File: config.mk
export PLATFORM = sky130hd
export DESIGN_NAME = mul2_addsub_slice
export DESIGN_NICKNAME = d
export VERILOG_FILES = /design/src/rtl/slice_pkg.sv /design/src/rtl/dsp_opt_reg.sv /design/src/rtl/dsp_mult.sv /design/src/rtl/dsp_addsub.sv /design/src/rtl/mul2_addsub_slice.sv
export SDC_FILE = /design/constraint.sdc
export NUM_CORES = 1
export LEC_CHECK = 0
export BUFFER_PORTS_ARGS = -buffer_cell sky130_fd_sc_hd__buf_2
export CAP_MARGIN = 15
export CORE_AREA = 2 2 164 166
export CTS_CLUSTER_SIZE = 20
export DETAILED_ROUTE_END_ITERATION = 10
export DIE_AREA = 0 0 166 168
export PLACE_DENSITY = 0.68
export SLEW_MARGIN = 25
export SYNTH_ARGS = -nofsm -noshare
export SYNTH_HDL_FRONTEND = slang
export SYNTH_SLANG_ARGS = --single-unit
File: constraint.sdc
create_clock -name clk -period 8 [get_ports clk]
set_input_delay 0.8 -clock clk [delete_from_list [all_inputs] [get_ports clk]]
set_output_delay 0.8 -clock clk [all_outputs]
set_load 0.05 [all_outputs]
File: src/rtl/slice_pkg.sv
`timescale 1ns/1ps
package slice_pkg;
  localparam int unsigned LINES = 4;
  typedef enum logic {LOAD_PAR = 1'b0, LOAD_CHAIN = 1'b1} load_src_e;
endpackage

File: src/rtl/dsp_opt_reg.sv
`timescale 1ns/1ps
module dsp_opt_reg
  import slice_pkg::*;
#(
  parameter int unsigned W       = 8,
  parameter int unsigned EN      = 1,
  parameter int unsigned CE_SEL  = 0,
  parameter int unsigned RST_SEL = 0
) (
  input  logic             clk,
  input  logic             rst_n,
  input  logic [LINES-1:0] ce,
  input  logic [LINES-1:0] srst,
  input  logic [W-1:0]     d,
  output logic [W-1:0]     q
);
  generate
    if (EN != 0) begin : g_reg
      logic [W-1:0] q_r;
      logic [W-1:0] q_nx;

      always_comb begin
        q_nx = q_r;
        if (srst[RST_SEL]) q_nx = '0;
        else if (ce[CE_SEL]) q_nx = d;
      end

      always_ff @(posedge clk or negedge rst_n) begin
        if (!rst_n) q_r <= '0;
        else        q_r <= q_nx;
      end

      assign q = q_r;

      // the selected clear empties the stage, enable or not
      assert_sync_clear_R6: assert property (@(posedge clk) disable iff (!rst_n)
        srst[RST_SEL] |=> (q_r == '0));
      // no enable, no clear -> contents held
      assert_hold_R5: assert property (@(posedge clk) disable iff (!rst_n)
        (!srst[RST_SEL] && !ce[CE_SEL]) |=> $stable(q_r));
      // enabled edge captures the presented data
      assert_load_R5: assert property (@(posedge clk) disable iff (!rst_n)
        (!srst[RST_SEL] && ce[CE_SEL]) |=> (q_r == $past(d)));
    end else begin : g_wire
      logic unused_ok;
      assign unused_ok = ^{clk, rst_n, ce, srst};
      assign q = d;
    end
  endgenerate
endmodule

File: src/rtl/dsp_mult.sv
`timescale 1ns/1ps
module dsp_mult #(
  parameter int unsigned A_W = 9,
  parameter int unsigned B_W = 9
) (
  input  logic [A_W-1:0]     a,
  input  logic [B_W-1:0]     b,
  input  logic               sgn,
  output logic [A_W+B_W-1:0] p
);
  localparam int unsigned P_W = A_W + B_W;
  logic [P_W-1:0] a_x;
  logic [P_W-1:0] b_x;

  assign a_x = {{B_W{sgn & a[A_W-1]}}, a};
  assign b_x = {{A_W{sgn & b[B_W-1]}}, b};
  assign p   = a_x * b_x;
endmodule

File: src/rtl/dsp_addsub.sv
`timescale 1ns/1ps
module dsp_addsub #(
  parameter int unsigned W = 18
) (
  input  logic [W-1:0] x,
  input  logic [W-1:0] y,
  input  logic         x_sgn,
  input  logic         y_sgn,
  input  logic         sub,
  output logic [W:0]   s
);
  logic [W:0] xe;
  logic [W:0] ye;

  assign xe = {x_sgn & x[W-1], x};
  assign ye = {y_sgn & y[W-1], y};
  assign s  = sub ? (xe - ye) : (xe + ye);
endmodule

File: src/rtl/mul2_addsub_slice.sv
`timescale 1ns/1ps
module mul2_addsub_slice
  import slice_pkg::*;
#(
  parameter int unsigned A_W       = 9,
  parameter int unsigned B_W       = 9,
  parameter int unsigned FOUR_PROD = 0,
  parameter int unsigned IN_REG    = 1,
  parameter int unsigned PIPE_REG  = 1,
  parameter int unsigned OUT_REG   = 1,
  parameter int unsigned IN_CE     = 0,
  parameter int unsigned IN_RST    = 0,
  parameter int unsigned PIPE_CE   = 0,
  parameter int unsigned PIPE_RST  = 0,
  parameter int unsigned OUT_CE    = 0,
  parameter int unsigned OUT_RST   = 0,
  localparam int unsigned NPROD    = (FOUR_PROD != 0) ? 4 : 2,
  localparam int unsigned NPAIR    = NPROD / 2,
  localparam int unsigned P_W      = A_W + B_W,
  localparam int unsigned S_W      = P_W + 1,
  localparam int unsigned R_W      = (FOUR_PROD != 0) ? P_W + 2 : P_W + 1
) (
  input  logic                      clk,
  input  logic                      rst_n,
  input  logic [LINES-1:0]          ce,
  input  logic [LINES-1:0]          srst,
  input  logic [NPROD-1:0][A_W-1:0] a_par,
  input  logic [NPROD-1:0][B_W-1:0] b_par,
  input  logic                      a_chain_sel,
  input  logic                      b_chain_sel,
  input  logic [A_W-1:0]            a_chain_in,
  input  logic [B_W-1:0]            b_chain_in,
  output logic [A_W-1:0]            a_chain_out,
  output logic [B_W-1:0]            b_chain_out,
  input  logic                      op_signed,
  input  logic [NPAIR-1:0]          op_sub,
  output logic [R_W-1:0]            result
);
  load_src_e      a_src;
  load_src_e      b_src;
  logic [A_W-1:0] a_d    [NPROD];
  logic [A_W-1:0] a_q    [NPROD];
  logic [B_W-1:0] b_d    [NPROD];
  logic [B_W-1:0] b_q    [NPROD];
  logic [P_W-1:0] prod   [NPROD];
  logic [P_W-1:0] prod_q [NPROD];
  logic [S_W-1:0] psum   [NPAIR];
  logic [NPAIR:0] ctl_d, ctl1, ctl2;
  logic           sg1, sg2;
  logic [NPAIR-1:0] sub2;
  logic [R_W-1:0] total;

  assign a_src = load_src_e'(a_chain_sel);
  assign b_src = load_src_e'(b_chain_sel);
  assign ctl_d = {op_signed, op_sub};

  // Control bits travel with the data through stages 1 and 2
  dsp_opt_reg #(.W(NPAIR+1), .EN(IN_REG), .CE_SEL(IN_CE), .RST_SEL(IN_RST)) u_ctl_in (
    .clk(clk), .rst_n(rst_n), .ce(ce), .srst(srst), .d(ctl_d), .q(ctl1));
  dsp_opt_reg #(.W(NPAIR+1), .EN(PIPE_REG), .CE_SEL(PIPE_CE), .RST_SEL(PIPE_RST)) u_ctl_pipe (
    .clk(clk), .rst_n(rst_n), .ce(ce), .srst(srst), .d(ctl1), .q(ctl2));

  assign sg1  = ctl1[NPAIR];
  assign sg2  = ctl2[NPAIR];
  assign sub2 = ctl2[NPAIR-1:0];

  generate
    for (genvar i = 0; i < NPROD; i++) begin : g_lane
      if (i == 0) begin : g_head
        assign a_d[i] = (a_src == LOAD_CHAIN) ? a_chain_in : a_par[i];
        assign b_d[i] = (b_src == LOAD_CHAIN) ? b_chain_in : b_par[i];
      end else begin : g_link
        assign a_d[i] = (a_src == LOAD_CHAIN) ? a_q[i-1] : a_par[i];
        assign b_d[i] = (b_src == LOAD_CHAIN) ? b_q[i-1] : b_par[i];
      end

      dsp_opt_reg #(.W(A_W), .EN(IN_REG), .CE_SEL(IN_CE), .RST_SEL(IN_RST)) u_a_reg (
        .clk(clk), .rst_n(rst_n), .ce(ce), .srst(srst), .d(a_d[i]), .q(a_q[i]));
      dsp_opt_reg #(.W(B_W), .EN(IN_REG), .CE_SEL(IN_CE), .RST_SEL(IN_RST)) u_b_reg (
        .clk(clk), .rst_n(rst_n), .ce(ce), .srst(srst), .d(b_d[i]), .q(b_q[i]));

      dsp_mult #(.A_W(A_W), .B_W(B_W)) u_mult (
        .a(a_q[i]), .b(b_q[i]), .sgn(sg1), .p(prod[i]));

      dsp_opt_reg #(.W(P_W), .EN(PIPE_REG), .CE_SEL(PIPE_CE), .RST_SEL(PIPE_RST)) u_p_reg (
        .clk(clk), .rst_n(rst_n), .ce(ce), .srst(srst), .d(prod[i]), .q(prod_q[i]));
    end

    for (genvar j = 0; j < NPAIR; j++) begin : g_pair
      dsp_addsub #(.W(P_W)) u_pair (
        .x(prod_q[2*j]), .y(prod_q[2*j+1]), .x_sgn(sg2), .y_sgn(sg2),
        .sub(sub2[j]), .s(psum[j]));
    end

    if (FOUR_PROD != 0) begin : g_four
      // A partial result is signed unless it is an unsigned sum
      dsp_addsub #(.W(S_W)) u_final (
        .x(psum[0]), .y(psum[1]), .x_sgn(sg2 | sub2[0]), .y_sgn(sg2 | sub2[1]),
        .sub(1'b0), .s(total));
    end else begin : g_two
      assign total = psum[0];
    end
  endgenerate

  dsp_opt_reg #(.W(R_W), .EN(OUT_REG), .CE_SEL(OUT_CE), .RST_SEL(OUT_RST)) u_out_reg (
    .clk(clk), .rst_n(rst_n), .ce(ce), .srst(srst), .d(total), .q(result));

  assign a_chain_out = a_q[NPROD-1];
  assign b_chain_out = b_q[NPROD-1];

  // undoing the first pair's operation recovers the first product
  logic [S_W-1:0] chk_x, chk_y;
  assign chk_x = {sg2 & prod_q[0][P_W-1], prod_q[0]};
  assign chk_y = {sg2 & prod_q[1][P_W-1], prod_q[1]};
  assert_pair_inverse_R1: assert property (@(posedge clk) disable iff (!rst_n)
    ((sub2[0] ? (psum[0] + chk_y) : (psum[0] - chk_y)) == chk_x));

  generate
    if (IN_REG != 0) begin : g_chain_chk
      // operand 0 takes the chain input on a chained load
      assert_chain_head_R7: assert property (@(posedge clk) disable iff (!rst_n)
        (a_chain_sel && ce[IN_CE] && !srst[IN_RST]) |=> (a_q[0] == $past(a_chain_in)));
      // operand 1 takes the previous stored operand 0
      assert_chain_shift_R7: assert property (@(posedge clk) disable iff (!rst_n)
        (b_chain_sel && ce[IN_CE] && !srst[IN_RST]) |=> (b_q[1] == $past(b_q[0])));
    end
  endgenerate
endmodule

; ---- After elaboration in Yosys (flattened, before gate mapping)
; Cells that the tools add are included.
[totals]
reg_bits = 95
output_inout_bits = 37
elab_cells = 43
[op_classes]
add_sub_neg = 2
multipliers = 2
muxes = 23
bitwise_logic = 6
n_reduce_logical = 1
[op_table]
columns = op, count
row1 = 9-bit 2-to-1 mux, 12
row2 = 18-bit 2-to-1 mux, 4
row3 = 19-bit 2-to-1 mux, 3
row4 = 10-bit by 10-bit multiplier with 18-bit output, 2
row5 = 19-bit adder, 1
row6 = 19-bit subtractor, 1
row7 = 2-bit 2-to-1 mux, 4
row8 = 1-bit bitwise AND, 6
row9 = 2-bit nonzero test, 1

; ---- Logic depth before layout (Yosys ltp)
[logic_depth]
depth_word = 5
ltp_mapped = 20
ltp_nobuf = 19

; ---- Hierarchy
; Synthesis repeated with hierarchy kept, for this count alone.
[unflattened]
hier_cells = 1370
area_unflattened_um2 = 13085.0
[by_module_without_submodules]
columns = module, instances, cells_per_inst, area_each_um2, seq_area_each_um2
row1 = dsp_mult at g_lane[0].u_mult, 1, 424, 3727.3, 0.0
row2 = dsp_mult at g_lane[1].u_mult, 1, 426, 3709.8, 0.0
row3 = dsp_opt_reg at g_lane[0].u_p_reg ..., 2, 58, 739.5, 450.4
row4 = dsp_opt_reg at g_lane[0].u_a_reg ..., 4, 29, 364.1, 225.2
row5 = dsp_addsub, 1, 175, 1236.2, 0.0
row6 = dsp_opt_reg at u_out_reg, 1, 61, 778.2, 475.5
row7 = mul2_addsub_slice, 1, 40, 543.0, 0.0
row8 = dsp_opt_reg at u_ctl_in ..., 2, 6, 77.6, 50.0

; ---- Least setup slack after synthesis
; No wires, ideal clock.
[synth_timing]
path_kind = register to register
from = register u_ctl_in.g_reg.q_r[1], in the netlist u_ctl_in.q[1]
to = register g_lane[1].u_p_reg.g_reg.q_r[14]
setup_time_ps = 118
arrival_ps = 5106
t_required_ps = 7882
slack_ps = 2776
stages_incl_launch_ff = 19
path_buffers = 1
period_less_slack_ps = 5224
path_cell_list = dfrtp_1 clkbuf_1 nand2_1 or2_2 fa_1 fa_1 inv_1 fa_1 fa_1 inv_1 fa_1 inv_1 ha_1 or4_1 a31o_1 a211oi_2 o21bai_1 xor2_1 a21o_1
[synth_via]
elab_chain_cells = 4
word_cells_on_any_way = 5
cone_classes = mul: 1 / mux: 2 / bitwise: 2
[synth_rtl]
columns = item, line
row1 = "start, declared", dsp_opt_reg.sv:19  ; logic [W-1:0] q_r;
row2 = "start signal, assigned", dsp_opt_reg.sv:30  ; else q_r <= q_nx;
row3 = "1-bit bitwise AND, on equally long branches", "dsp_mult.sv:15, dsp_mult.sv:16"
row4 = 10-bit by 10-bit multiplier with 18-bit output *, dsp_mult.sv:17  ; assign p = a_x * b_x;
row5 = 18-bit 2-to-1 mux *, dsp_opt_reg.sv:25  ; else if (ce[CE_SEL]) q_nx = d;
row6 = 18-bit 2-to-1 mux *, dsp_opt_reg.sv:24  ; if (srst[RST_SEL]) q_nx = '0;
row7 = "end signal, assigned", dsp_opt_reg.sv:30
row8 = "end, declared", dsp_opt_reg.sv:19
; Every way passes the cells marked *; elsewhere a longest branch is shown, timed or not. The select of a mux whose other input is x is not followed.
; A chain may end at the register's enable or synchronous reset.

; ---- Worst setup path after layout
[layout_timing]
from = register u_ctl_in.g_reg.q_r[1], in the netlist u_ctl_in.q[1]
to = register g_lane[1].u_p_reg.g_reg.q_r[17]
; The elaborated chain is that of the path after synthesis.

==> flow_summary_export.csv <==
group,metric,value,unit
clock_tree,cts_setup_buffers,0,
yosys,synth_area,12800,um^2
global_routing,grt_max_degree,74,
global_routing,grt_util_met2,36.6,%
floorplanning,rows,60,
cells_and_area,layout.nets,1777,
floorplanning,die-area,27900,um^2
global_routing,use_met1,28.8,%
worst_setup_path,reg2reg_depth,18,
global_routing,antenna_found_initial,0,
placed_design,port_buffers,98,
timing,period_share,73.8,%
yosys,ys_seq_area_share,18.5,%
placed_design,hpwlAfterDp,22.4,mm
routing,num_vias,9521,
yosys,syn_avg_cell_area,9.10,um^2
cells_and_area,n_fill_cell,2435,
cells_and_area,multi_input_area,9140,um^2
yosys,async_flop_share,100,%
cells_and_area,drive_above_1_share,10.0,%
cells_and_area,syn_to_final_growth,6.57,%
pwr,vdd_drop_max,0.0911,mV
timing,fin_hold_ws,0.462,ns
clock_tree,clockBufferDepth,2,
worst_setup_path,end_kind,"register",
timing,max_freq,0.169,GHz
yosys,yosysWarnings,0,
yosys,synth.area.top_cells,"fa_1 (26%), dfrtp_1 (19%), ha_1 (11%)",
timing,maxSlewViolCount,0,
routing,firstDrtPassIters,6,
routing,post-route-drc-count,0,
global_routing,grt_pass1_wl,48.0,mm
global_routing,met3_usage,2.56,%
yosys,yosys.area.top_type,"fa_1",
timing,fin_tns_setup,0,ns
floorplanning,initial_core_util,48.7,%
yosys,synth-seq-cells,95,
hold_path,hold_class,"input port to asynchronous set/reset pin",
yosys,synth_top_area_share,25.7,%
timing,skew,0.00954,ns
clock_tree,clk_pin_slew,0.08,ns
worst_setup_path,worstSetupPathType,"register to register",
global_routing,top_usage_layer,"met2",
timing,max_slew_margin,46.5,%
clock_tree,ctsResizeCount,0,
timing,fin_crit,5.90,ns
yosys,synth.distinct_cells,72,
outcome,status,"complete, no violations",
routing,final_antenna_net_count,0,
pwr,powerDensity,148,nW/um^2
clock_tree,clkLatencyLatePin,0.36,ns
yosys,synth_cells,1410,
placed_design,gp_congestion,0.833,
yosys,ys.flop_type,"dfrtp_1",
yosys,synth_edf_count,0,
timing,hold_violations,0,
clock_tree,cts_hold_buffers,0,
global_routing,grt_overflow,0,
floorplanning,io_pins,105,
worst_setup_path,required,8.30,ns
worst_setup_path,reg2reg_slack,2.10,ns
timing,tightest_slew,0.802,ns
clock_tree,cts_buffers,9,
clock_tree,cts_root_buffer,"clkbuf_16",
timing,finalSetupViolCount,0,
flow_run,drv_cap,0,
worst_setup_path,start_kind,"register",
routing,dr.first_iter.drc_count,410,
cells_and_area,seq_area,2380,um^2
floorplanning,die_w,166,um
global_routing,track_usage,21.2,%
routing,wirelength,28.7,mm
global_routing,grt_pass1_vias,9609,
worst_setup_path,cp.arrival,6.20,ns
routing,wl_per_cell,16.1,um
floorplanning,die_y,168,um
cells_and_area,n_antenna_cell,0,
pwr,p_leak,7.00,nW
clock_tree,cts_sinks,95,
routing,avgViaCountPerCell,5.35,
worst_setup_path,crit_fanout,14,
yosys,synth_fp_nets,1752,
clock_tree,cts_tree,"built",
floorplanning,core_area,26400,um^2
clock_tree,htreeDepth,3,
timing,rsz0062_at_grt,"false",
## metrics by stage
step | instances | power, W | utilization [%] | setup slack (ns) | instance area, um^2
2_1_floorplan | 1410 | 0.00134 | - | 2.78 | 12800
3_3_place_gp | 1765 | 0.00155 | 50.7 | 2.19 | 13400
3_5_place_dp | 1765 | 0.00156 | 50.7 | 2.10 | 13400
4_1_cts | 1781 | 0.00204 | 51.9 | 2.09 | 13700
5_1_grt | 1781 | 0.00217 | 51.9 | 1.83 | 13700
6_report | 1781 | 0.00202 | 51.9 | 2.10 | 13700
## state kept, by name, indices dropped and copies added, names as in the netlist
register / count
g_lane.u_b_reg.q: 18
u_ctl_pipe.q: 2
g_lane.u_p_reg.q: 36
u_out_reg.q: 19
u_ctl_in.q: 2
g_lane.u_a_reg.q: 18
## layout make-up
class,count,share of cell area [%]
clock buffers,10,1.75
multi-input cells,991,66.8
well taps,341,3.12
clock inverters,6,0.586
inverters,236,6.48
repair buffers,102,3.86
flip-flops and latches,95,17.4
## routing by layer
metal  up-vias  share of wire (%)
met4         0                1.1
li1       4540                  -
met3        21                3.7
met1      4748                 45
met2       212                 51
met5         -                  0
## worst paths after layout
path | from | endpoint
worst max-delay path | u_ctl_in.q[1]$_DFFE_PN0P_ | g_lane[1].u_p_reg.q[17]$_DFFE_PN0P_
worst min-delay path | rst_n | u_out_reg.q[15]$_DFFE_PN0P_
worst max register to register | u_ctl_in.q[1]$_DFFE_PN0P_ | g_lane[1].u_p_reg.q[17]$_DFFE_PN0P_
worst min register to register | u_out_reg.q[17]$_DFFE_PN0P_ | u_out_reg.q[17]$_DFFE_PN0P_
max in group asynchronous | rst_n | g_lane[1].u_a_reg.q[2]$_DFFE_PN0P_
min in group clk | u_out_reg.q[17]$_DFFE_PN0P_ | u_out_reg.q[17]$_DFFE_PN0P_
## kinds of logic after synthesis
family,Yosys count,share of synthesized area (%)
AO/OA/AOI/OAI,195,10.9
XOR/XNOR,64,4.37
adder cells (fa/ha/maj),274,36.4
buffers and inverters,324,10.3
flip-flops,95,18.5
multiplexers,63,4.93
AND/OR/NAND/NOR,395,14.7
## Yosys cell counts (all sizes together), types with 2 or more instances
library cell,number
a21o,7
ha,109
o21bai,4
clkbuf,64
nor2b,10
and2,86
a211oi,54
xor2,11
nand3b,5
o31a,2
nor4,2
a31oi,4
inv,236
xnor2,53
buf,24
nor3,13
a31o,2
or3,4
mux2i,62
a211o,2
o21a,13
a21oi,51
o211ai,5
nor2,129
a311oi,2
nand2,116
o21ai,21
and3,6
or4,2
or2,9
a32o,2
nand3,6
fa,165
a2111oi,2
a22o,5
a21boi,2
o31ai,3
dfrtp,95
## cells in the final DEF (no fill, tap or decap), drive strengths merged, types with 2 or more instances in the layout
| cell type | n |
|---|---|
| a2111oi | 2 |
| a211o | 2 |
| a211oi | 54 |
| a21boi | 2 |
| a21o | 7 |
| a21oi | 51 |
| a22o | 5 |
| a311oi | 2 |
| a31o | 2 |
| a31oi | 4 |
| a32o | 2 |
| and2 | 86 |
| and3 | 6 |
| buf | 102 |
| clkbuf | 10 |
| clkinv | 4 |
| dfrtp | 95 |
| fa | 165 |
| ha | 109 |
| inv | 237 |
| mux2i | 62 |
| nand2 | 116 |
| nand3 | 6 |
| nand3b | 5 |
| nor2 | 129 |
| nor2b | 10 |
| nor3 | 13 |
| nor4 | 2 |
| o211ai | 5 |
| o21a | 13 |
| o21ai | 21 |
| o21bai | 4 |
| o31a | 2 |
| o31ai | 3 |
| or2 | 9 |
| or3 | 4 |
| or4 | 2 |
| xnor2 | 53 |
| xor2 | 11 |
## power breakdown
group,switching (W),internal [W]
Clock,0.000216,0.000257
Combinational,0.000560,0.000371
Sequential,0.0000883,0.000531
## worst max-delay path: stages, from the launching register on
cell and delay (ns):
dfrtp_1 0.75, nand2_1 0.40, or2_2 0.40, fa_1 0.45, fa_1 0.50, inv_1 0.05, fa_1 0.45, fa_1 0.49
inv_1 0.05, fa_1 0.47, inv_1 0.04, ha_1 0.23, or2_0 0.24, or3_1 0.34, o21ba_1 0.21, o21ai_1 0.22
a31oi_1 0.13, xnor2_1 0.26, a22o_1 0.16
Note: power is estimated with default switching activity, not from simulation.
